[config.mk]
export PLATFORM = sky130hd
export DESIGN_NAME = sdr_ctrl
export DESIGN_NICKNAME = d
export VERILOG_FILES = /design/src/rtl/sdr_ctrl.sv
export SDC_FILE = /design/constraint.sdc
export NUM_CORES = 1
export LEC_CHECK = 0
export ABC_AREA = 1
export ABC_CLOCK_PERIOD_IN_PS = 2400
export BUFFER_PORTS_ARGS = -buffer_cell sky130_fd_sc_hd__buf_2
export CAP_MARGIN = 20
export CORE_ASPECT_RATIO = 1.5
export CORE_MARGIN = 2
export CORE_UTILIZATION = 58
export CTS_BUF_LIST = sky130_fd_sc_hd__clkbuf_2 sky130_fd_sc_hd__clkbuf_4 sky130_fd_sc_hd__clkbuf_8
export CTS_CLUSTER_SIZE = 25
export DETAILED_ROUTE_END_ITERATION = 10
export GPL_ROUTABILITY_DRIVEN = 0
export HOLD_SLACK_MARGIN = 0.06
export PLACE_DENSITY = 0.82
export SYNTH_ARGS = -nofsm -noshare
export SYNTH_HDL_FRONTEND = slang
export SYNTH_SLANG_ARGS = --single-unit
[constraint.sdc]
create_clock -name clk -period 2.4 [get_ports clk]
set_input_delay 0.48 -clock clk [delete_from_list [all_inputs] [get_ports clk]]
set_output_delay 0.48 -clock clk [all_outputs]
set_load 0.02 [all_outputs]
[src/rtl/sdr_ctrl.sv]
module sdr_ctrl #(
  parameter int ROW_W    = 11,
  parameter int COL_W    = 8,
  parameter int BANK_W   = 1,
  parameter int DQ_W     = 16,
  parameter int CAS_LAT  = 3,
  parameter int TF_W     = 4,
  parameter int RT_W     = 16,
  parameter int WAIT_W   = 8,
  parameter int DEF_TWR  = 4,
  parameter int DEF_TRCD = 5,
  parameter int DEF_TRP  = 5,
  parameter int DEF_TRAS = 8,
  parameter int DEF_TRC  = 11
) (
  input  logic                          clk,
  input  logic                          rst_n,
  input  logic                          reg_wr,
  input  logic [1:0]                    reg_sel,
  input  logic [31:0]                   reg_wdata,
  input  logic                          host_req,
  input  logic                          host_wr,
  input  logic [BANK_W+ROW_W+COL_W:0]   host_addr,
  input  logic [DQ_W-1:0]               host_wdata,
  input  logic [DQ_W/8-1:0]             host_be,
  output logic [DQ_W-1:0]               host_rdata,
  output logic                          host_done,
  output logic                          sd_cke,
  output logic                          sd_cs_n,
  output logic                          sd_ras_n,
  output logic                          sd_cas_n,
  output logic                          sd_we_n,
  output logic [BANK_W-1:0]             sd_ba,
  output logic [ROW_W-1:0]              sd_a,
  output logic [DQ_W-1:0]               sd_dq_out,
  output logic                          sd_dq_oe,
  input  logic [DQ_W-1:0]               sd_dq_in,
  output logic [DQ_W/8-1:0]             sd_dqm
);
  localparam int AW    = BANK_W + ROW_W + COL_W + 1;
  localparam int BEW   = DQ_W / 8;
  localparam int CFG_W = 5 * TF_W;
  localparam int AP    = 10;
  localparam logic [3:0] C_NOP = 4'b0111, C_ACT = 4'b0011, C_RD  = 4'b0101,
                         C_WR  = 4'b0100, C_PRE = 4'b0010, C_REF = 4'b0001,
                         C_LMR = 4'b0000;
  localparam logic [ROW_W-1:0] LMR_VAL = ROW_W'(CAS_LAT << 4);
  localparam logic [CFG_W-1:0] CFG_RST = {TF_W'(DEF_TRC), TF_W'(DEF_TRAS),
                                          TF_W'(DEF_TRP), TF_W'(DEF_TRCD),
                                          TF_W'(DEF_TWR)};

  typedef enum logic [2:0] {S_IDLE, S_CMD, S_REF, S_ACT, S_RCD, S_CL, S_PRE, S_FIN} st_t;

  st_t                st;
  logic [CFG_W-1:0]   cfg_q;
  logic [2:0]         mode_q;
  logic [RT_W-1:0]    rt_q, rt_cnt;
  logic               armed, ref_pend;
  logic [TF_W-1:0]    rc_c, rp_c, ras_c, wr_c;
  logic [WAIT_W-1:0]  dly;
  logic               a_wr;
  logic [BANK_W-1:0]  a_bank;
  logic [ROW_W-1:0]   a_row;
  logic [COL_W-1:0]   a_col;
  logic [DQ_W-1:0]    a_wdata;
  logic [BEW-1:0]     a_be;
  logic [3:0]         cmd_q;

  logic [TF_W-1:0] t_wr, t_rcd, t_rp, t_ras, t_rc;
  assign t_wr  = cfg_q[TF_W-1:0];
  assign t_rcd = cfg_q[2*TF_W-1:TF_W];
  assign t_rp  = cfg_q[3*TF_W-1:2*TF_W];
  assign t_ras = cfg_q[4*TF_W-1:3*TF_W];
  assign t_rc  = cfg_q[5*TF_W-1:4*TF_W];

  logic unused_bits;
  assign unused_bits = ^{host_addr[0], reg_wdata};

  assign {sd_cs_n, sd_ras_n, sd_cas_n, sd_we_n} = cmd_q;

  function automatic logic [TF_W-1:0] ld(input logic [TF_W-1:0] t);
    return (t == '0) ? '0 : t - 1'b1;
  endfunction

  logic go, ref_fire, arm_ev, rt_hit;
  assign go       = (rc_c == '0) && (rp_c == '0);
  assign ref_fire = (st == S_REF) && go;
  assign arm_ev   = reg_wr && (reg_sel == 2'd1) && (reg_wdata[2:0] == 3'd0) && !armed;
  assign rt_hit   = armed && (rt_q != '0) && (rt_cnt == RT_W'(1));

  always_ff @(posedge clk or negedge rst_n)
    if (!rst_n) begin
      cfg_q  <= CFG_RST;
      mode_q <= 3'd1;
      rt_q   <= '0;
    end else if (reg_wr) begin
      case (reg_sel)
        2'd0:    cfg_q  <= reg_wdata[CFG_W-1:0];
        2'd1:    mode_q <= reg_wdata[2:0];
        2'd2:    rt_q   <= reg_wdata[RT_W-1:0];
        default: ;
      endcase
    end

  always_ff @(posedge clk or negedge rst_n)
    if (!rst_n) begin
      armed    <= 1'b0;
      rt_cnt   <= '0;
      ref_pend <= 1'b0;
    end else begin
      if (arm_ev) armed <= 1'b1;
      if (reg_wr && reg_sel == 2'd2) rt_cnt <= reg_wdata[RT_W-1:0];
      else if (arm_ev)                rt_cnt <= rt_q;
      else if (armed && rt_q != '0)   rt_cnt <= (rt_cnt <= RT_W'(1)) ? rt_q : rt_cnt - 1'b1;
      ref_pend <= rt_hit | (ref_pend & ~ref_fire);
    end

  always_ff @(posedge clk or negedge rst_n)
    if (!rst_n) begin
      st         <= S_IDLE;
      cmd_q      <= C_NOP;
      sd_cke     <= 1'b0;
      sd_ba      <= '0;
      sd_a       <= '0;
      sd_dq_out  <= '0;
      sd_dq_oe   <= 1'b0;
      sd_dqm     <= '0;
      host_rdata <= '0;
      host_done  <= 1'b0;
      rc_c <= '0; rp_c <= '0; ras_c <= '0; wr_c <= '0;
      dly <= '0;
      a_wr <= 1'b0; a_bank <= '0; a_row <= '0; a_col <= '0;
      a_wdata <= '0; a_be <= '0;
    end else begin
      sd_cke    <= 1'b1;
      cmd_q     <= C_NOP;
      sd_dq_oe  <= 1'b0;
      sd_dqm    <= '0;
      host_done <= 1'b0;
      if (rc_c  != '0) rc_c  <= rc_c  - 1'b1;
      if (rp_c  != '0) rp_c  <= rp_c  - 1'b1;
      if (ras_c != '0) ras_c <= ras_c - 1'b1;
      if (wr_c  != '0) wr_c  <= wr_c  - 1'b1;
      case (st)
        S_IDLE:
          if (ref_pend) st <= S_REF;
          else if (host_req) begin
            a_wr    <= host_wr;
            a_col   <= host_addr[COL_W:1];
            a_row   <= host_addr[COL_W+ROW_W:COL_W+1];
            a_bank  <= host_addr[AW-1:COL_W+ROW_W+1];
            a_wdata <= host_wdata;
            a_be    <= host_be;
            st      <= (mode_q != 3'd0) ? S_CMD : S_ACT;
          end
        S_CMD:
          if (go && ras_c == '0) begin
            sd_ba <= '0;
            sd_a  <= '0;
            case (mode_q)
              3'd2: begin cmd_q <= C_PRE; sd_a[AP] <= 1'b1; rp_c <= ld(t_rp); end
              3'd3: begin cmd_q <= C_LMR; sd_a <= LMR_VAL; rc_c <= TF_W'(1); end
              3'd4: begin cmd_q <= C_REF; rc_c <= ld(t_rc); end
              3'd5: begin cmd_q <= C_LMR; sd_ba <= BANK_W'(1); rc_c <= TF_W'(1); end
              default: cmd_q <= C_NOP;
            endcase
            host_done <= 1'b1;
            st        <= S_FIN;
          end
        S_REF:
          if (go) begin
            cmd_q <= C_REF;
            rc_c  <= ld(t_rc);
            st    <= S_IDLE;
          end
        S_ACT:
          if (go) begin
            cmd_q <= C_ACT;
            sd_ba <= a_bank;
            sd_a  <= a_row;
            rc_c  <= ld(t_rc);
            ras_c <= ld(t_ras);
            dly   <= WAIT_W'(ld(t_rcd));
            st    <= S_RCD;
          end
        S_RCD:
          if (dly != '0) dly <= dly - 1'b1;
          else begin
            sd_ba <= a_bank;
            sd_a  <= ROW_W'(a_col);
            if (a_wr) begin
              cmd_q     <= C_WR;
              sd_dq_out <= a_wdata;
              sd_dq_oe  <= 1'b1;
              sd_dqm    <= ~a_be;
              wr_c      <= ld(t_wr);
              st        <= S_PRE;
            end else begin
              cmd_q <= C_RD;
              dly   <= WAIT_W'(CAS_LAT);
              st    <= S_CL;
            end
          end
        S_CL:
          if (dly != '0) dly <= dly - 1'b1;
          else begin
            host_rdata <= sd_dq_in;
            st         <= S_PRE;
          end
        S_PRE:
          if (ras_c == '0 && wr_c == '0) begin
            cmd_q     <= C_PRE;
            sd_ba     <= a_bank;
            sd_a      <= '0;
            rp_c      <= ld(t_rp);
            host_done <= 1'b1;
            st        <= S_FIN;
          end
        default: st <= S_IDLE;
      endcase
    end
endmodule

==> impl_summary.txt, run 1 <==
----------------------------------------------------
[Outcome]
  Outcome ... finished clean

[Placement]
  Buffers on Ports ... 132
  HPWL after DPL ... ~14000 microns

[STA]
  Number of setup violations in the final report ... 0
  Final period demand of the worst path ... around 2.1 ns
  Total count of hold-check failures in the final report ... 0
  Setup TNS after final layout ... 0 ns
  Actual slew at the worst max-slew pin ... 0.6625 ns
  Final setup skew ... 0.02109 ns
  Setup repair after global routing missed its margin ... no
  Max-slew violation count ... 0
  Tightest slew margin relative to the limit ... 55.68%
  Final period utilization ... 86.73%
  Highest Clock Rate ... roughly 480 MHz

[Pwr]
  Cell-internal power ... 6813 uW
  Pwr Density ... 1183 nW/um^2
  Comb power frac ... 42.7%
  Switching power ... between 4000 and 5000 uW
  Leakage power total ... 0.005200 uW
  Tot Pwr ... ~12000 uW
  Worst supply voltage drop on vdd ... 0.5212 mV
  Clk network pwr share ... between 15 and 20%
  Sw Ratio ... 42.24%
  Proportion of power drawn by flip-flops and latches ... 40.4%

[Worst setup path]
  Slowest stage cell, crit path ... sky130_fd_sc_hd__dfrtp_1
  Critical Path Start Type ... register
  Crit path capture type ... register
  Data arrival, critical path ... 2.47 ns
  Crit-path cells ... inv_1 -> ha_1 -> nand3_1 -> nor2_2 -> nand2_1 -> nand2_1 -> nand2_1 -> nor2_2 -> nand2_4 -> inv_2 -> nand2_1 -> nand2_1
  Register-to-register setup slack ... 0.32 ns
  Max incr delay on CP ... 0.38 ns
  Critical path start-end classification ... register to register
  Family with the most delay on the worst path ... simple AND/OR/NAND/NOR gates
  CP most frequent cell ... sky130_fd_sc_hd__nand2_1
  Worst-path maximum fanout ... 17
  Buffering stage count on the worst path with inverters included ... 2
  Data required time of the critical path ... 2.79 ns

[Clock tree]
  Latest clock arrival within the worst-skew pair ... 0.45 ns
  Clock transition at the register clock pins on the worst setup and hold paths after CTS ... 0.11 ns
  Clock root buffer master ... sky130_fd_sc_hd__clkbuf_8
  Number of buffers created by CTS ... 17
  Clock tree from TritonCTS ... done
  Clock Path Buffers ... 2
  Number of instances resized during post-cts repair ... 0
  H-tree lvl count ... 4
  Clock net sink count ... roughly 180

[Drt]
  Routed length on met1 ... 7507 microns
  Routed length on met3 ... ~930 microns
  DRC ... 0
  Post-route antenna net violation count ... 0
  Drt initial violations ... about 360
  Routed vias ... 7180
  Uppermost routed layer ... met4
  Number of detailed-routing iterations run before antenna repair ... 5
  Vias per cell ... roughly 5.2
  Detail-routed net length per standard cell ... 13.73 microns
  Detailed-route wire length ... 18790 microns
  Total length of routed met2 wires ... roughly 9900 microns

[Synth]
  Number of synthesized register bits ... between 150 and 200
  Multiplexer share of the synthesized area ... 5.898%
  Xor-xnor portion of the synthesized cell area ... 2.446%
  Combinational family with the most area after synthesis ... simple AND/OR/NAND/NOR gates
  Number of synthesized flops with an enable pin ... 0
  Commonest register cell after synthesis ... sky130_fd_sc_hd__dfrtp_1
  Synthesis Warnings ... 0
  Adder-cell share of the synthesized area ... 1.893%
  Post-synthesis area per instance ... 8.465 sq um
  Share of async-settable or async-resettable flops after synthesis ... 100.0%
  Post-synthesis sequential area ratio ... 51.16%
  Fraction of the mapped netlist area in compound gates ... ~8.8%
  Number of instances in the synthesized netlist ... roughly 1000
  Post-synth design cell area ... 8592 sq um
  Area fraction in and, or, nand and nor cells after synthesis ... 23.79%
  Number of library cell types mapped by synthesis ... 45
  Net count of the mapped netlist ... about 1100

[Cells and area]
  Inserted Diodes ... 0
  Final Net Count ... 1267
  Area Overhead vs Synth ... 16.02%
  Proportion of layout cells with a drive suffix above 1 ... between 20% and 30%
  Filler instances ... 1159

[Die]
  Area inside the core boundary ... ~15000 sq um
  Starting utilization of the core area ... 59.15%
  Placement row count ... 54
  I/O pins ... 147
  Die boundary width ... 103.4 microns
  Die extent in y ... 153.1 microns
  Die Area ... 15820 sq um

[GRT]
  Global-route wire length before repair ... 31400 microns
  Overflow after GRT ... 0
  Total global-route track usage ... about 25%
  Via count of the first global-routing pass ... ~6900
  Antenna violations before repair ... 0
  Largest net degree at the start of global routing ... 59

[Worst hold path]
  Hold Path Class ... primary input to register

[Job]
  Number of max-cap violations ... 0

----------------------------------------------------
[stage by stage]
stage / cell area (sq um) / util, % / hold WS (ns) / worst slack, ns / instances
6_report: 9968 / 68.62 / 0.2276 / 0.3185 / 1369
5_1_grt: 9968 / 68.62 / 0.2071 / 0.1054 / 1369
4_1_cts: 9968 / 68.62 / 0.2113 / 0.3193 / 1369
2_1_floorplan: 8592 / - / 0.1844 / 0.6185 / 1015
3_5_place_dp: 9558 / 65.80 / 0.4162 / 0.2278 / 1336
3_3_place_gp: 9558 / 65.80 / 0.4029 / 0.2823 / 1336
[registers in the layout, indices dropped and copies added (netlist names), 8 cells and up]
signal,count
cfg_q,20
a_wdata,16
host_rdata,16
rt_cnt,16
rt_q,16
sd_dq_out,16
a_row,11
sd_a,11
a_col,8
dly,8
[final timing paths]
path,from,depth (start not counted),endpoint
max in group asynchronous,rst_n,3,cfg_q[2]
worst max register to register,rp_c[0],12,sd_a[4]
worst max-delay path,rp_c[0],12,sd_a[4]
min in group asynchronous,rst_n,2,sd_dq_out[6]
worst min-delay path,sd_dq_in[13],2,host_rdata[13]
worst min register to register,a_be[1],1,sd_dqm[1]
[area by class of cell]
| class | count | area (sq um) | share of cell area (%) |
|---|---|---|---|
| clock inverter | 15 | 166.4 | 1.669 |
| multi-input combinational | 711 | 3687 | 36.99 |
| sequential | 175 | 4395 | 44.09 |
| clock buffer | 17 | 234.0 | 2.347 |
| timing repair buffer | 151 | 849.6 | 8.523 |
| inverter | 104 | 390.4 | 3.916 |
| tap | 196 | 245.2 | 2.460 |
[Yosys cell counts (2+ instances only)]
library cell,count,area [sq um]
sky130_fd_sc_hd__dfrtp_1,162,4054
sky130_fd_sc_hd__ha_1,13,162.7
sky130_fd_sc_hd__a31oi_1,5,31.28
sky130_fd_sc_hd__nor2_2,8,50.05
sky130_fd_sc_hd__nand3_1,38,190.2
sky130_fd_sc_hd__o21ai_1,5,25.02
sky130_fd_sc_hd__o21ai_2,2,17.52
sky130_fd_sc_hd__nand4_1,12,75.07
sky130_fd_sc_hd__mux2_2,35,394.1
sky130_fd_sc_hd__dfstp_2,13,341.6
sky130_fd_sc_hd__conb_1,2,7.510
sky130_fd_sc_hd__mux2_1,10,112.6
sky130_fd_sc_hd__o21a_1,2,15.01
sky130_fd_sc_hd__inv_2,9,33.78
sky130_fd_sc_hd__xnor2_1,11,96.34
sky130_fd_sc_hd__nand2_2,5,31.28
sky130_fd_sc_hd__inv_1,94,352.8
sky130_fd_sc_hd__xor2_1,13,113.9
sky130_fd_sc_hd__o21ai_0,60,300.3
sky130_fd_sc_hd__nor3_1,12,60.06
sky130_fd_sc_hd__a21oi_1,39,195.2
sky130_fd_sc_hd__buf_4,3,22.52
sky130_fd_sc_hd__nand3_2,3,30.03
sky130_fd_sc_hd__buf_2,7,35.03
sky130_fd_sc_hd__nor2_1,125,469.2
sky130_fd_sc_hd__o21bai_1,3,22.52
sky130_fd_sc_hd__o31ai_1,2,15.01
sky130_fd_sc_hd__nand2_1,279,1047
sky130_fd_sc_hd__o211ai_1,5,37.54
sky130_fd_sc_hd__o22ai_1,10,62.56
sky130_fd_sc_hd__clkbuf_1,14,52.55
[cell families after synthesis]
logic type	after synthesis
compound gates	137
mux	45
xor+xnor	24
flops	175
other cells	2
fa+ha+maj	13
buf+inv	129
simple gates	490
[metal layers]
metal | global-route usage, % | vias to the layer above
met5 | 0 | -
met4 | 8.271 | 0
met3 | 4.161 | 29
met2 | 43.16 | 220
met1 | 30.51 | 3381
li1 | - | 3550
[placed cells by master (no fill, tap or decap), types with 13 or more instances in the layout]
cell type	Yosys	routed
sky130_fd_sc_hd__nand3_1	38	38
sky130_fd_sc_hd__nor2_1	125	125
sky130_fd_sc_hd__ha_1	13	13
sky130_fd_sc_hd__o21ai_0	60	60
sky130_fd_sc_hd__inv_1	94	94
sky130_fd_sc_hd__mux2_2	35	35
sky130_fd_sc_hd__dfstp_2	13	13
sky130_fd_sc_hd__nand2_1	279	278
sky130_fd_sc_hd__buf_2	7	131
sky130_fd_sc_hd__xor2_1	13	13
sky130_fd_sc_hd__a21oi_1	39	39
sky130_fd_sc_hd__dfrtp_1	162	162
sky130_fd_sc_hd__buf_4	3	15
sky130_fd_sc_hd__clkbuf_8	0	17
[repair_timing]
| action | 4_1_cts | 5_1_grt |
|---|---|---|
| buffers inserted | 0 | 0 |
| hold endpoints to repair | 48 | 0 |
| hold buffers | 1 | 0 |
[power by group through the flow]
stage	sequential, uW	clock [uW]	combinational (uW)
2_1_floorplan	5080	0	3390
3_3_place_gp	4760	0	4840
3_5_place_dp	4810	0	4980
4_1_cts	4760	2050	5050
5_1_grt	4920	2180	5700
6_report	4770	2000	5040
Power figures use the tool's default switching activity.
==> inputs of run 2 (changes only) <==
- CORE_UTILIZATION: 58 -> 37
- PLACE_DENSITY: 0.82 -> unset
==> impl_summary.txt, run 2 (synthesis gave the netlist of run 1 again) <==
----------------------------------------------------
[Worst setup path]
  Count of cells along the worst register-to-register path ... 12
  Crit path capture type ... register
  Worst R2R End ... sd_a[0]
  Worst-path maximum fanout ... 17
  Register-to-register setup slack ... 0.32 ns
  Data arrival, critical path ... about 2.5 ns
  Data required time of the critical path ... 2.82 ns
  Critical Path Start Type ... register
  Critical path start-end classification ... register to register
  Reg2reg start ... rp_c[0]

[Cells and area]
  Final Net Count ... ~1300
  Non-Filler Cell Area, Final ... 10080 sq um
  Multi-input gate area in the final layout ... 3687 sq um
  Highest-count cells in the layout ignoring fill and taps ... 278 x sky130_fd_sc_hd__nand2_1, 162 x sky130_fd_sc_hd__dfrtp_1, 131 x sky130_fd_sc_hd__buf_2, 125 x sky130_fd_sc_hd__nor2_1, 94 x sky130_fd_sc_hd__inv_1
  Proportion of layout cells with a drive suffix above 1 ... 22.11%
  Filler instances ... 2274
  Inserted Diodes ... 0
  Register with the most flip-flops ... cfg_q
  Register area ... ~4400 sq um
  Max reg flops ... 20
  Area Overhead vs Synth ... 17.30%
  Most common cell after layout, fill and taps aside ... sky130_fd_sc_hd__nand2_1

[Die]
  I/O pins ... 147
  Die boundary width ... 128.4 microns
  Starting utilization of the core area ... 37.54%
  Die Area ... 24480 sq um
  Placement row count ... 68
  Die extent in y ... 190.6 microns
  Area inside the core boundary ... 22890 sq um

[Outcome]
  Outcome ... finished clean

[Pwr]
  Comb power frac ... approximately two fifths
  Pwr Density ... 1192 nW/um^2
  Clk network pwr share ... about a fifth
  Proportion of power drawn by flip-flops and latches ... roughly two fifths
  Cell-internal power ... 7217 uW
  Worst supply voltage drop on vdd ... 0.4474 mV
  Sw Ratio ... 39.91%
  Switching power ... 4794 uW
  Leakage power total ... 0.005207 uW

[Worst hold path]
  Hold Startpoint ... sd_dq_in[7]
  Hold Path Class ... primary input to register
  Worst Hold Path EP ... host_rdata[7]
  Worst Hold Path Cells ... 2

[GRT]
  Largest net degree at the start of global routing ... 60
  Antenna violations before repair ... 0
  Overflow after GRT ... 0
  Global-route wire length before repair ... 32060 microns
  Via count of the first global-routing pass ... 6743
  Total global-route track usage ... 16.58%

[Drt]
  Detail-routed net length per standard cell ... 13.61 microns
  Number of detailed-routing iterations run before antenna repair ... 4
  DRC ... 0
  Vias per cell ... 4.814
  Detailed-route wire length ... 19690 microns
  Post-route antenna net violation count ... 0
  Drt initial violations ... roughly 280
  Routed vias ... approximately 7000

[Clock tree]
  Clock tree from TritonCTS ... done
  Number of buffers created by CTS ... 17
  Clock net sink count ... 175
  Clock Path Buffers ... 2
  Clock root buffer master ... sky130_fd_sc_hd__clkbuf_8
  Clock transition at the register clock pins on the worst setup and hold paths after CTS ... 0.09 ns
  Latest clock arrival within the worst-skew pair ... 0.48 ns
  H-tree lvl count ... 4
  Number of setup buffers added after CTS ... 0

[Placement]
  Setup WS pre-CTS ... approximately 0.24 ns
  HPWL after DPL ... 14790 microns
  Post-Place Cell Area ... just under 10000 sq um
  Buffers on Ports ... 132

[Job]
  Number of max-cap violations ... 0

[STA]
  Setup TNS after final layout ... 0 ns
  Highest Clock Rate ... between 400 and 500 MHz
  Worst Setup Slack, final ... 0.3214 ns
  Max-slew violation count ... 0
  Total count of hold-check failures in the final report ... 0
  Final period demand of the worst path ... 2.079 ns
  Final setup skew ... 0.01331 ns
  Number of setup violations in the final report ... 0
  Setup repair after global routing missed its margin ... no
  Final period utilization ... 86.61%

----------------------------------------------------
-- run 2: cell count changes in the layout (fill, tap and decap cells not counted), sizes merged --
cell | previous run | this run
buf | 150 | 144
bufinv | 0 | 4
clkbuf | 17 | 20
clkinv | 7 | 6
clkinvlp | 1 | 0
inv | 111 | 106
-- run 2: how the worst max path moves through the flow --
stage,startpoint,end,slack [ns],cells past startpoint
2_1_floorplan,wr_c[0],sd_a[0],0.62,12
3_3_place_gp,reg_sel[1],rt_cnt[13],0.29,9
3_5_place_dp,reg_sel[1],rt_cnt[9],0.24,10
4_1_cts,rp_c[0],sd_a[0],0.30,12
5_1_grt,wr_c[0],sd_a[2],0.04,12
6_report,rp_c[0],sd_a[0],0.32,12
-- run 2: repair_timing --
action,4_1_cts,5_1_grt
gates resized for setup,0,0
endpoints found under the hold margin,39,0
hold buffers,1,0
endpoints found under the setup margin,0,0
-- run 2: layer usage --
metal	up-vias	GRT usage [%]	wire, microns
li1	3538	-	-
met1	3272	19.59	8518
met2	133	29.62	10070
met3	23	3.199	661
met4	0	6.128	442
met5	-	0	0
-- run 2: worst max-delay path, cell delays in order (launching register included) --
cell	delay, ns
sky130_fd_sc_hd__dfrtp_1	0.37
sky130_fd_sc_hd__inv_1	0.10
sky130_fd_sc_hd__ha_1	0.20
sky130_fd_sc_hd__nand3_1	0.19
sky130_fd_sc_hd__nor2_2	0.27
sky130_fd_sc_hd__nand2_1	0.10
sky130_fd_sc_hd__nand2_1	0.10
sky130_fd_sc_hd__nand2_1	0.07
sky130_fd_sc_hd__nor2_2	0.15
sky130_fd_sc_hd__nand2_4	0.17
sky130_fd_sc_hd__inv_2	0.18
sky130_fd_sc_hd__nand2_1	0.08
sky130_fd_sc_hd__nand2_1	0.06
-- run 2: power groups by stage --
stage / Combinational [uW] / Clock (uW) / Sequential (uW)
after floorplan: 3390 / 0 / 5080
after global placement: 4920 / 0 / 4770
after detailed placement: 5010 / 0 / 4810
after CTS: 5040 / 2370 / 4750
after global routing: 5640 / 2480 / 4890
final: 4960 / 2300 / 4750
-- run 2: area by class of cell --
type,count,share of cell area (%)
Clock buffer,20,2.669
Clock inverter,12,1.800
Inverter,104,3.873
Multi-Input combinational cell,711,36.59
Sequential cell,175,43.61
Tap cell,280,3.476
Timing Repair Buffer,145,7.983
-- run 2: stage by stage --
stage	total power (uW)	utilization (%)	hold slack (ns)	instances
3_5_place_dp	9823	42.02	0.4104	1414
2_1_floorplan	8471	-	0.1844	1015
5_1_grt	13020	44.04	0.1930	1447
6_report	12010	44.04	0.2129	1447
3_3_place_gp	9695	42.02	0.4050	1414
4_1_cts	12160	44.04	0.1867	1447
==> inputs of run 3 (changes only) <==
- ABC_CLOCK_PERIOD_IN_PS: 2400 -> 1680
- clock period: 2.4 -> 1.68 ns (I/O delays scaled with it)
==> impl_summary.txt, run 3 (synthesis gave the netlist of run 1 again) <==
----------------------------------------------------
[Worst setup path]
  CP most frequent cell ... sky130_fd_sc_hd__nand2_2
  Worst-path maximum fanout ... 8
  Crit-path cells ... inv_2 -> ha_4 -> nand3_4 -> nor2_4 -> nand2_2 -> nand2_2 -> nand2_2 -> nor2_4 -> nand2_4 -> buf_12 -> nand2_1 -> nand2_1
  Data required time of the critical path ... 2.05 ns
  Slowest stage cell, crit path ... sky130_fd_sc_hd__dfrtp_1
  Critical path start-end classification ... register to register
  Max incr delay on CP ... 0.40 ns
  Crit path capture type ... register
  Data arrival, critical path ... ~2.1 ns
  Critical Path Start Type ... register

[Drt]
  Routed vias ... 7532
  Vias per cell ... 4.749
  Detailed-route wire length ... 21940 microns
  Drt initial violations ... between 300 and 400
  Number of detailed-routing iterations run before antenna repair ... 4
  Detail-routed net length per standard cell ... about 14 microns
  Post-route antenna net violation count ... 0
  DRC ... 0

[Cells and area]
  Highest-count cells in the layout ignoring fill and taps ... 253 x sky130_fd_sc_hd__nand2_1, 160 x sky130_fd_sc_hd__dfrtp_1, 131 x sky130_fd_sc_hd__buf_2, 108 x sky130_fd_sc_hd__nor2_1, 99 x sky130_fd_sc_hd__buf_4
  Final Net Count ... 1400
  Proportion of layout cells with a drive suffix above 1 ... roughly a third
  Count of placed standard cells in the final layout, fillers left out ... 1586
  Most common cell after layout, fill and taps aside ... sky130_fd_sc_hd__nand2_1
  Register with the most flip-flops ... cfg_q
  Inserted Diodes ... 0
  Max reg flops ... 20
  Area Overhead vs Synth ... 35.15%

[STA]
  Worst Setup Slack, final ... -0.03009 ns
  Total count of hold-check failures in the final report ... 0
  Final period utilization ... 101.8%
  Setup TNS after final layout ... -0.1071 ns
  Number of setup violations in the final report ... 11
  Highest Clock Rate ... just under 600 MHz
  Setup repair after global routing missed its margin ... yes
  Max-slew violation count ... 0
  Final setup skew ... about 0.014 ns
  Worst Hold Slack ... 0.1077 ns
  Final period demand of the worst path ... 1.710 ns

[Pwr]
  Tot Pwr ... about 19000 uW
  Pwr Density ... 1650 nW/um^2
  Switching power ... 7747 uW
  Cell-internal power ... 11410 uW
  Worst supply voltage drop on vdd ... 0.7414 mV
  Sw Ratio ... between 40% and 50%
  Leakage power total ... 0.005925 uW
  Proportion of power drawn by flip-flops and latches ... 35.4%
  Clk network pwr share ... 14.4%
  Comb power frac ... between 50% and 60%

[GRT]
  Total global-route track usage ... 17.99%
  Global-route wire length before repair ... between 30000 and 40000 microns
  Via count of the first global-routing pass ... approximately 7500
  Largest net degree at the start of global routing ... 54
  Antenna violations before repair ... 0
  Overflow after GRT ... 0

[Clock tree]
  Clock Path Buffers ... 2
  Clock net sink count ... 175
  Latest clock arrival within the worst-skew pair ... 0.48 ns
  Clock root buffer master ... sky130_fd_sc_hd__clkbuf_8
  Number of buffers created by CTS ... 17
  H-tree lvl count ... 4
  Clock tree from TritonCTS ... done
  Clock transition at the register clock pins on the worst setup and hold paths after CTS ... 0.08 ns

[Die]
  Area inside the core boundary ... 22890 sq um
  Die extent in y ... 190.6 microns
  Starting utilization of the core area ... 37.54%
  Die boundary width ... 128.4 microns
  Placement row count ... 68
  Die Area ... 24480 sq um
  I/O pins ... 147

[Outcome]
  Failing checks ... setup timing
  Outcome ... complete, but fails checks

[Worst hold path]
  Hold Path Class ... primary input to register

[Placement]
  Cell count after placement ... 1495
  Setup WS pre-CTS ... -0.1235 ns
  HPWL after DPL ... approximately 16000 microns
  Buffers on Ports ... 132

[Job]
  Number of max-cap violations ... 0

----------------------------------------------------
[run 3: changes by cell type in the layout (fill, tap and decap cells not counted), moves of 7 or more]
cell,before,now
sky130_fd_sc_hd__inv_1,94,82
sky130_fd_sc_hd__dlygate4sd3_1,1,34
sky130_fd_sc_hd__nand2_2,6,26
sky130_fd_sc_hd__buf_4,9,99
sky130_fd_sc_hd__nand2_1,278,253
sky130_fd_sc_hd__o21ai_0,60,51
sky130_fd_sc_hd__o21ai_1,5,12
sky130_fd_sc_hd__nor2_4,1,14
sky130_fd_sc_hd__inv_2,9,17
sky130_fd_sc_hd__nor2_1,125,108
[run 3: layer usage]
metal / part of all wire [%] / wire (microns) / GRT usage, %
met2: 54 / 11790 / 33.27
met5: 0 / 0 / 0
met3: 3.4 / 743 / 3.732
met4: 2.3 / 501 / 6.847
met1: 41 / 8904 / 19.98
[run 3: cell type report]
cell class	instances	area (sq um)
timing repair buffer	282	2053
multi-input combinational	713	4038
fill	2130	11270
clock buffer	24	317.8
tap	280	350.3
clock inverter	8	53.80
inverter	104	401.6
sequential	175	4398
[run 3: repair_timing]
action	CTS	global route
endpoints found under the hold margin	145	0
setup endpoints to repair	46	101
gates cloned	2	3
hold buffers	34	0
resized for setup	25	86
pin swaps	5	32
buffers inserted	3	17
[run 3: worst paths after layout]
path	start	end	slack, ns	cells past startpoint
max in group asynchronous	rst_n	cmd_q[1]	0.75	3
worst min-delay path	host_addr[8]	a_col[7]	0.11	3
worst max-delay path	rp_c[1]	sd_a[2]	-0.03	12
worst min register to register	a_be[1]	sd_dqm[1]	0.42	1
min in group asynchronous	rst_n	sd_dq_oe	0.31	2
worst max register to register	rp_c[1]	sd_a[2]	-0.03	12
[run 3: power groups by stage]
stage / logic (uW) / registers [uW] / clock network [uW]
2_1_floorplan: 4890 / 7260 / 0
3_3_place_gp: 8240 / 6720 / 0
3_5_place_dp: 8400 / 6780 / 0
4_1_cts: 8830 / 6700 / 2870
5_1_grt: 10700 / 6970 / 2990
6_report: 9630 / 6780 / 2760
[run 3: worst max-delay path, delay by kind of cell, from the launching register on]
kind	cells	cell delay [ns]
and+or+nand+nor	9	0.80
DFF	1	0.40
buffers and inverters	2	0.25
adders and majority gates	1	0.16
[run 3: metrics by stage]
| stage | area (sq um) | utilization, % |
|---|---|---|
| after floorplan | 8613 | - |
| after global placement | 10310 | 45.05 |
| after detailed placement | 10310 | 45.05 |
| after CTS | 11140 | 48.68 |
| after global routing | 11610 | 50.74 |
| final | 11610 | 50.74 |
